### src/rtl/fe_pkg.sv
`timescale 1ns/1ps
package fe_pkg;
    localparam int DATA_W = 16;
    localparam int ADDR_W = 32;
    localparam int NODE_W = 6;
    localparam int OFF_W  = ADDR_W - NODE_W;
    localparam int LANES  = 4;
    localparam int SEL_W  = $clog2(LANES);
    localparam int PKT_W  = 1 + ADDR_W + 2 * DATA_W;

    typedef struct packed {
        logic              simd;
        logic [NODE_W-1:0] node;
        logic [OFF_W-1:0]  off;
        logic [DATA_W-1:0] coef;
        logic [DATA_W-1:0] data;
    } pkt_t;

    typedef struct packed {
        logic              simd;
        logic [LANES-1:0]  mask;
        logic [OFF_W-1:0]  off;
        logic [DATA_W-1:0] coef;
        logic [DATA_W-1:0] data;
    } instr_t;
endpackage

### src/rtl/fe_decode.sv
`timescale 1ns/1ps
// Turns a raw packet into a queued instruction and flags work worth keeping.
module fe_decode
    import fe_pkg::*;
#(
    parameter logic [NODE_W-1:0] NODE_ID = 6'd0
) (
    input  pkt_t   pkt,
    output instr_t ins,
    output logic   keep
);
    logic node_hit;
    logic nonzero;

    always_comb begin
        node_hit = (pkt.node == NODE_ID);
        nonzero  = (pkt.data != '0) && (pkt.coef != '0);
        keep     = node_hit && nonzero;

        ins.simd = pkt.simd;
        ins.off  = pkt.off;
        ins.coef = pkt.coef;
        ins.data = pkt.data;
        if (pkt.simd) begin
            ins.mask = '1;
        end else begin
            ins.mask = LANES'(1) << pkt.off[SEL_W-1:0];
        end
    end
endmodule

### src/rtl/fe_fifo.sv
`timescale 1ns/1ps
// Instruction queue: one push and zero, one or two pops per cycle.
module fe_fifo
    import fe_pkg::*;
#(
    parameter int DEPTH = 4,
    localparam int PTR_W = $clog2(DEPTH),
    localparam int CNT_W = $clog2(DEPTH + 1)
) (
    input  logic             clk,
    input  logic             rst_n,
    input  logic             push,
    input  instr_t           din,
    input  logic [1:0]       pop_cnt,
    output instr_t           head0,
    output instr_t           head1,
    output logic [CNT_W-1:0] count
);
    typedef struct packed {
        instr_t [DEPTH-1:0] mem;
        logic [PTR_W-1:0]   rd;
        logic [PTR_W-1:0]   wr;
        logic [CNT_W-1:0]   cnt;
    } state_t;

    localparam logic [PTR_W-1:0] PTR_ONE = PTR_W'(1);

    state_t st_d;
    state_t st_q;
    logic [PTR_W-1:0] rd_next;

    always_comb begin
        st_d    = st_q;
        rd_next = st_q.rd + PTR_ONE;
        head0   = st_q.mem[st_q.rd];
        head1   = st_q.mem[rd_next];
        count   = st_q.cnt;

        if (push) begin
            st_d.mem[st_q.wr] = din;
            st_d.wr           = st_q.wr + PTR_ONE;
        end
        st_d.rd  = st_q.rd + PTR_W'(pop_cnt);
        st_d.cnt = st_q.cnt + CNT_W'(push) - CNT_W'(pop_cnt);
    end

    always_ff @(posedge clk or negedge rst_n) begin
        if (!rst_n) begin
            st_q <= '0;
        end else begin
            st_q <= st_d;
        end
    end
endmodule

### src/rtl/fe_dispatch.sv
`timescale 1ns/1ps
// Picks zero, one or two head instructions whose lanes are free and disjoint.
module fe_dispatch
    import fe_pkg::*;
#(
    parameter int DEPTH = 4,
    localparam int CNT_W = $clog2(DEPTH + 1)
) (
    input  instr_t           head0,
    input  instr_t           head1,
    input  logic [CNT_W-1:0] count,
    input  logic [LANES-1:0] lane_busy,
    output logic             go0,
    output logic             go1,
    output logic [1:0]       pop_cnt
);
    logic [LANES-1:0] claimed;

    always_comb begin
        go0     = (count != '0) && ((head0.mask & lane_busy) == '0);
        claimed = lane_busy | head0.mask;
        go1     = go0 && (count >= CNT_W'(2)) && ((head1.mask & claimed) == '0);
        pop_cnt = {1'b0, go0} + {1'b0, go1};
    end
endmodule

### src/rtl/fe_event_front.sv
`timescale 1ns/1ps
// Event-driven front end: source select, decode, queue, dual issue, clock enable.
module fe_event_front
    import fe_pkg::*;
#(
    parameter logic [NODE_W-1:0] NODE_ID = 6'd5,
    parameter int                DEPTH   = 4,
    localparam int               CNT_W   = $clog2(DEPTH + 1)
) (
    input  logic              clk,
    input  logic              rst_n,
    input  logic              net_valid,
    input  logic [PKT_W-1:0]  net_pkt,
    output logic              net_ready,
    input  logic              bus_valid,
    input  logic [PKT_W-1:0]  bus_pkt,
    output logic              bus_ready,
    input  logic [LANES-1:0]  lane_busy,
    output logic              iss0_valid,
    output logic              iss0_simd,
    output logic [LANES-1:0]  iss0_mask,
    output logic [OFF_W-1:0]  iss0_off,
    output logic [DATA_W-1:0] iss0_coef,
    output logic [DATA_W-1:0] iss0_data,
    output logic              iss1_valid,
    output logic              iss1_simd,
    output logic [LANES-1:0]  iss1_mask,
    output logic [OFF_W-1:0]  iss1_off,
    output logic [DATA_W-1:0] iss1_coef,
    output logic [DATA_W-1:0] iss1_data,
    output logic              clk_en
);
    typedef struct packed {
        logic active;
    } state_t;

    state_t st_d;
    state_t st_q;

    pkt_t             sel_pkt;
    instr_t           dec_ins;
    logic             dec_keep;
    logic             fifo_full;
    logic             take;
    logic             push;
    instr_t           head0;
    instr_t           head1;
    logic [CNT_W-1:0] fifo_count;
    logic             go0;
    logic             go1;
    logic [1:0]       pop_cnt;
    logic             active_now;

    fe_decode #(.NODE_ID(NODE_ID)) u_decode (
        .pkt  (sel_pkt),
        .ins  (dec_ins),
        .keep (dec_keep)
    );

    fe_fifo #(.DEPTH(DEPTH)) u_fifo (
        .clk     (clk),
        .rst_n   (rst_n),
        .push    (push),
        .din     (dec_ins),
        .pop_cnt (pop_cnt),
        .head0   (head0),
        .head1   (head1),
        .count   (fifo_count)
    );

    fe_dispatch #(.DEPTH(DEPTH)) u_dispatch (
        .head0     (head0),
        .head1     (head1),
        .count     (fifo_count),
        .lane_busy (lane_busy),
        .go0       (go0),
        .go1       (go1),
        .pop_cnt   (pop_cnt)
    );

    always_comb begin
        st_d       = st_q;
        fifo_full  = (fifo_count == CNT_W'(DEPTH));
        net_ready  = !fifo_full;
        bus_ready  = !fifo_full && !net_valid;
        sel_pkt    = net_valid ? pkt_t'(net_pkt) : pkt_t'(bus_pkt);
        take       = (net_valid || bus_valid) && !fifo_full;
        push       = take && dec_keep;

        active_now = (fifo_count != '0) || (lane_busy != '0) || net_valid || bus_valid;
        st_d.active = active_now;
        clk_en     = active_now || st_q.active;

        iss0_valid = go0;
        iss0_simd  = head0.simd;
        iss0_mask  = head0.mask;
        iss0_off   = head0.off;
        iss0_coef  = head0.coef;
        iss0_data  = head0.data;
        iss1_valid = go1;
        iss1_simd  = head1.simd;
        iss1_mask  = head1.mask;
        iss1_off   = head1.off;
        iss1_coef  = head1.coef;
        iss1_data  = head1.data;
    end

    always_ff @(posedge clk or negedge rst_n) begin
        if (!rst_n) begin
            st_q <= '0;
        end else begin
            st_q <= st_d;
        end
    end
endmodule

### config.mk
export PLATFORM = sky130hd
export DESIGN_NAME = fe_event_front
export DESIGN_NICKNAME = d
export VERILOG_FILES = /design/src/rtl/fe_pkg.sv /design/src/rtl/fe_decode.sv /design/src/rtl/fe_fifo.sv /design/src/rtl/fe_dispatch.sv /design/src/rtl/fe_event_front.sv
export SDC_FILE = /design/constraint.sdc
export NUM_CORES = 1
export LEC_CHECK = 0
export ABC_AREA = 1
export BUFFER_PORTS_ARGS = -buffer_cell sky130_fd_sc_hd__buf_4
export CORE_UTILIZATION = 30
export CTS_BUF_LIST = sky130_fd_sc_hd__clkbuf_4 sky130_fd_sc_hd__clkbuf_8 sky130_fd_sc_hd__clkbuf_16
export DETAILED_ROUTE_END_ITERATION = 7
export HOLD_SLACK_MARGIN = 0.15
export PLACE_DENSITY_LB_ADDON = 0.08
export SETUP_SLACK_MARGIN = 0.05
export SLEW_MARGIN = 5
export SYNTH_ARGS = -nofsm -noshare
export SYNTH_HDL_FRONTEND = slang
export SYNTH_SLANG_ARGS = --single-unit
### constraint.sdc
create_clock -name clk -period 7.7 [get_ports clk]
set_clock_uncertainty 0.1 [all_clocks]
set_input_delay 0.77 -clock clk [delete_from_list [all_inputs] [get_ports clk]]
set_output_delay 0.77 -clock clk [all_outputs]
set_load 0.01 [all_outputs]
# After elaboration in Yosys (flattened, before gate mapping)
# Index checks and enable logic that the tools add are counted.
totals:
  wordCells: 72
  regBits: 260
  mem_bits_ro: 0
  memories: 0
  ramBits: 0
  latch_bits: 0
op_classes:
  div_mod_pow: 0
  n_eq_ne: 2
  add_sub_neg: 6
  shift: 1
  n_lt_le_gt_ge: 5
  n_bitwise: 3
  multipliers: 0
  reduce_logical: 22
  mux: 9
ops:
  columns: ["op", "count"]
  rows:
  - ["63-bit binary-select mux with 2-bit select", 2]
  - ["252-bit bitwise mux", 1]
  - ["63-bit 2-to-1 mux", 3]
  - ["63-bit demux with 2-bit select", 1]
  - ["65-bit 2-to-1 mux", 1]
  - ["16-bit nonzero test", 2]
  - ["1-bit logical AND", 9]
  - ["2-bit by 3-bit < comparator with 1-bit output (second input constant)", 3]
  - ["4-bit AND", 2]
  - ["4-bit logical NOT", 2]
  - ["6-bit by 3-bit == test with 1-bit output (second input constant)", 1]
  - ["1-bit logical OR", 5]
  - ["2-bit by 1-bit adder with 2-bit output (second input constant)", 2]
  - ["4-bit 2-to-1 mux", 1]
  - ["4-bit OR", 1]
  - ["4-bit nonzero test", 1]
  - ["1-bit by 2-bit << shifter with 4-bit output (first input constant)", 1]
  - ["3-bit by 1-bit adder with 3-bit output", 1]
  - ["3-bit == test (second input constant)", 1]
  - ["3-bit by 2-bit greater-or-equal comparator with 1-bit output (second input constant)", 1]
  - ["3-bit nonzero test", 1]
  - ["3-bit by 2-bit subtractor with 3-bit output", 1]
  - ["1-bit by 1-bit adder with 2-bit output", 1]
  - ["2-bit adder", 1]
  - ["other kinds (2)", 3]

# Depth between registers and ports, before layout
logic_depth:
  depth_word: 9
  ltp_mapped: 20
  depth_no_buf: 18

# Modules after synthesis
# Synthesis repeated with hierarchy kept, for this count alone.
unflattened:
  cells_unflattened: 2627
  area_unflattened_um2: 16434.5
modules_own_cells:
  columns: ["module", "instances", "area_each_um2", "seq_area_each_um2", "cells_per_inst"]
  rows:
  - ["fe_fifo", 1, 14787.9, 6481.2, 2268]
  - ["fe_event_front", 1, 920.9, 25.0, 232]
  - ["fe_decode", 1, 630.6, 0.0, 106]
  - ["fe_dispatch", 1, 95.1, 0.0, 21]

# Worst setup path before layout
# No wires, ideal clock.
synth_timing:
  path_kind: "reg2reg"
  start: "reg u_fifo.st_q[5] in the netlist's numbering"
  end: "reg u_fifo.st_q, in the netlist u_fifo.count[2]"
  t_arrival_ps: 3356
  stages_incl_launch_ff: 21
  n_path_buf: 2
  setup_slack_ps: 4115
  cell_sequence: "dfrtp_1 -> clkbuf_1 -> inv_1 -> clkbuf_1 -> nand2_1 -> nand3_1 -> nand2_1 -> inv_1 -> nand2_1 -> nand2_1 -> nor3_1 -> nand2_1 -> nor2_1 -> ha_1 -> ha_1 -> inv_1 -> ha_1 -> inv_1 -> fa_1 -> xnor2_1 -> xor2_1"
synth_rtl:
  columns: ["item", "line", "rtl"]
  rows:
  - ["from (decl)", "fe_fifo.sv:29", "state_t st_q;"]
  - ["from (signal assigned)", "fe_fifo.sv:51", "st_q <= st_d;"]

# Final worst setup path
layout_timing:
  start: "reg u_fifo.st_q[5] in the netlist's numbering"
  end: "out iss1_data[14]"
layout_via:
  elab_chain_len: 3
layout_lines:
  columns: ["item", "line", "rtl"]
  rows:
  - ["2-bit by 1-bit adder with 2-bit output", "fe_fifo.sv:34", "rd_next = st_q.rd + PTR_ONE;"]
  - ["63-bit binary-select mux with 2-bit select", "fe_fifo.sv:36", "head1 = st_q.mem[rd_next];"]
  - ["63-bit 2-to-1 mux (implied by the code)", "fe_fifo.sv:36", null]
  - ["to (decl)", "fe_event_front.sv:30", "output logic [DATA_W-1:0] iss1_data,"]
# No other way between the ends. The select of a mux whose other input is x is not followed.

==> summary.txt <==
Run status
  – Outcome: completed

STA
  – Final Hold Slack: between 300 and 400 ps
  – Part of the cycle the worst path needs: 0.609
  – Timing-limited maximum frequency: between 200 and 250 MHz
  – Final Max Tran Viols: 0
  – RSZ-0062 raised after global routing: false
  – Hold Fails Final Rpt: 0
  – Worst Max-Slew Pin Slew: approximately 1200 ps
  – Setup violations, final: 0
  – Slew margin rel.: 0.226
  – Post-layout minimum cycle time: around 4700 ps
  – Setup_tns: 0 ps

Hold path
  – Hold Crit Class: in2reg
  – Worst hold path depth: 3
  – Hold Crit Start: lane_busy[0]
  – Terminating pin of the worst hold path: st_q$_DFF_PN0_

Routing
  – Routed len/inst: around 20 um
  – Number of DRC markers in iteration 0: ~1400
  – Count of nets left with antenna violations after detail routing: 0
  – Aggregate routed wire length: 62500 um
  – Number of vias in the routed layout: ~16000
  – Post-route DRC: 0
  – First-pass iteration count of the detailed router: 5
  – Vias per std cell: 5.22

Clock network
  – Clock tree from TritonCTS: yes
  – Number of sinks driven by the clock tree: 260
  – H-tree depth: 2
  – Longest Clk Path Bufs: 3
  – Worst-path clk slew: 60 ps
  – Cell at the root of the clock tree: sky130_fd_sc_hd__clkbuf_16
  – Skew-Pair Late Insertion Delay: 550 ps
  – Cts bufs inserted: 34

Logic synthesis
  – Fraction of the mapped netlist area in compound gates: 0.120
  – Main combinational cell family by area after synthesis: simple AND/OR/NAND/NOR gates
  – Yosys reg bits: 260
  – Arithmetic-cell share of the synthesized area counting full adders, half adders and majority gates: 0.00848
  – Post-synthesis area per instance: 6.91 um2
  – Number of library cell types mapped by synthesis: 28
  – Xor and xnor area share after synthesis: 0.00224
  – Post-Syn Nets: 2410
  – Part of the Yosys area used for sequential elements: 0.416
  – Mux contribution to synthesized area: 0
  – Synthesized cell area: ~16000 um2
  – Area share of and/or/nand/nor cells after synthesis: 0.367
  – Synthesized instance count: 2262
  – Syn. warnings: 0

Floorplanning
  – Die W: 230 um
  – Core Region: 51400 um2
  – Die Y-Extent: 230 um
  – DIE AREA: 53000 um2
  – Site Rows: 83
  – Initial core utilization: 0.304
  – I/O Pins: 269

GRT
  – Aggregate global-route resource usage: 0.233
  – Number of global-route vias before repair: between 15000 and 20000
  – First-pass GRT wire length: 95800 um
  – Antenna violations before repair: 1
  – Gr ovfl total: 0
  – Maximum number of pins on one net before global-route repair: ~260

Finish
  – Antenna Diode Count: 0
  – NumNets Final: 2543
  – Commonest non-fill, non-tap cell in the layout: sky130_fd_sc_hd__nand2_1
  – Layout area overhead: 22.0%
  – Leading cell types in the layout, fill and taps excluded: sky130_fd_sc_hd__nand2_1, sky130_fd_sc_hd__buf_4, sky130_fd_sc_hd__dfrtp_1
  – Fraction of final layout cells sized beyond drive strength 1: 0.157

Power and ir drop
  – Power per standard cell area: 344 nW/um2
  – Total power: 6.57 mW
  – Static leakage: 9.89 nW
  – Max IR drop VDD: ~0.25 mV

Setup path
  – Logic depth of the worst register-to-register path: 18
  – Maximum fanout along the worst path: between 70 and 80
  – Critical path required time: roughly 6800 ps
  – Launching point of the worst reg2reg path: u_fifo.st_q[5]$_DFF_PN0_
  – Critical Path Sink Type: primary output
  – Setup slack of the most critical reg-to-reg path: 3280 ps
  – CP arrival: between 3000 and 4000 ps
  – Crit start category: register
  – Worst reg2reg path endpoint: u_fifo.count[2]$_DFF_PN0_
  – Type of the worst setup path: reg2out

Place
  – Detailed placer's ending HPWL: roughly 35000 um
  – Final GP Congestion: ~0.77
  – Port bufs: approximately 270

Job
  – Max-cap viol count: 0
worst max path at each step:
stage,from,to,slack (ps),depth (start not counted)
5_1_grt,u_fifo.st_q[5]$_DFF_PN0_,iss0_data[3],2740,5
2_1_floorplan,u_fifo.st_q[5]$_DFF_PN0_,u_fifo.count[2]$_DFF_PN0_,4120,20
3_3_place_gp,net_valid,u_fifo.st_q[13]$_DFFE_PN0P_,3080,12
4_1_cts,u_fifo.st_q[5]$_DFF_PN0_,iss0_data[3],3060,5
3_5_place_dp,net_valid,u_fifo.st_q[12]$_DFFE_PN0P_,2940,12
6_report,u_fifo.st_q[5]$_DFF_PN0_,iss1_data[14],3010,5
final cells by class:
class	count	area [um2]
Clock inverter	8	90.1
Timing Repair Buffer	292	2230
Clock buffer	54	1120
Multi-Input combinational cell	1696	7850
Fill cell	5498	32300
Tap cell	680	851
Sequential cell	260	6510
Inverter	111	420
kinds of logic (layout without fill, tap and decap cells):
group                      after synthesis  count (layout)
AOI/OAI and AO/OA                      358             358
adders and majority gates               10              10
buffers and inverters                  306             465
xor gates and xnor gates                 4               4
DFF                                    260             260
and+or+nand+nor                       1324            1324
registers in the layout, summed over array words and instances, names as in the netlist:
register / count
u_fifo.st_q: 256
u_fifo.count: 3
st_q: 1
stage by stage:
| step | instance area (um2) | std cells | worst slack [ps] | utilization |
|---|---|---|---|---|
| global route | 19100 | 3101 | 2740 | 0.371 |
| CTS | 19100 | 3101 | 3060 | 0.371 |
| finish | 19100 | 3101 | 3010 | 0.371 |
| global placement | 17900 | 3038 | 3080 | 0.347 |
| detailed placement | 17900 | 3038 | 2940 | 0.347 |
| floorplan | 15600 | 2262 | 4120 | - |
routing by layer:
| metal | track usage | vias up | part of all wire |
|---|---|---|---|
| met2 | 0.369 | 576 | 0.45 |
| met4 | 0.0716 | 2 | 0.024 |
| met5 | 0 | - | 0.00021 |
| met3 | 0.0351 | 91 | 0.063 |
| met1 | 0.325 | 7715 | 0.46 |
| li1 | - | 7800 | - |
synthesized netlist by cell type:
| cell | number | share of area |
|---|---|---|
| sky130_fd_sc_hd__o21ai_0 | 216 | 0.069 |
| sky130_fd_sc_hd__fa_1 | 1 | 0.0013 |
| sky130_fd_sc_hd__or2_2 | 4 | 0.0016 |
| sky130_fd_sc_hd__dfrtp_1 | 260 | 0.42 |
| sky130_fd_sc_hd__inv_1 | 110 | 0.026 |
| sky130_fd_sc_hd__nand3_1 | 11 | 0.0035 |
| sky130_fd_sc_hd__buf_1 | 14 | 0.0034 |
| sky130_fd_sc_hd__ha_1 | 9 | 0.0072 |
| sky130_fd_sc_hd__nor3_2 | 1 | 0.00064 |
| sky130_fd_sc_hd__buf_4 | 23 | 0.011 |
| sky130_fd_sc_hd__nor3_1 | 6 | 0.0019 |
| sky130_fd_sc_hd__buf_6 | 6 | 0.0043 |
| sky130_fd_sc_hd__clkbuf_1 | 97 | 0.023 |
| sky130_fd_sc_hd__a21oi_1 | 82 | 0.026 |
| sky130_fd_sc_hd__or4_1 | 1 | 0.00048 |
| sky130_fd_sc_hd__nand2_1 | 857 | 0.21 |
| sky130_fd_sc_hd__xnor2_1 | 2 | 0.0011 |
| sky130_fd_sc_hd__inv_2 | 1 | 0.00024 |
| sky130_fd_sc_hd__a21oi_4 | 1 | 0.0010 |
| sky130_fd_sc_hd__nor2_2 | 2 | 0.00080 |
| sky130_fd_sc_hd__buf_2 | 55 | 0.018 |
| sky130_fd_sc_hd__nand2_2 | 1 | 0.00040 |
| sky130_fd_sc_hd__xor2_1 | 2 | 0.0011 |
| sky130_fd_sc_hd__nand4_4 | 4 | 0.0054 |
| sky130_fd_sc_hd__nand2_4 | 1 | 0.00072 |
| sky130_fd_sc_hd__nand4_1 | 254 | 0.10 |
| sky130_fd_sc_hd__nor2_1 | 182 | 0.044 |
| sky130_fd_sc_hd__o22ai_1 | 59 | 0.024 |
worst max-delay path, cell delays in order (launching register included):
cell and delay, ps:
sky130_fd_sc_hd__dfrtp_4 870, sky130_fd_sc_hd__buf_4 760, sky130_fd_sc_hd__buf_4 690, sky130_fd_sc_hd__a21oi_1 140, sky130_fd_sc_hd__o21ai_0 510, sky130_fd_sc_hd__buf_4 220
repair_timing:
| action | 4_1_cts | 5_1_grt |
|---|---|---|
| gates resized for setup | 0 | 0 |
| hold buffers | 1 | 0 |
| endpoints found under the hold margin | 6 | 0 |
| buffers inserted | 0 | 0 |
power breakdown:
| group | internal [mW] | switching [mW] | total (mW) |
|---|---|---|---|
| sequential | 1.52 | 0.178 | 1.70 |
| combinational | 1.11 | 2.05 | 3.16 |
| clock | 1.06 | 0.646 | 1.71 |
Note: power is estimated with default switching activity, not from simulation.
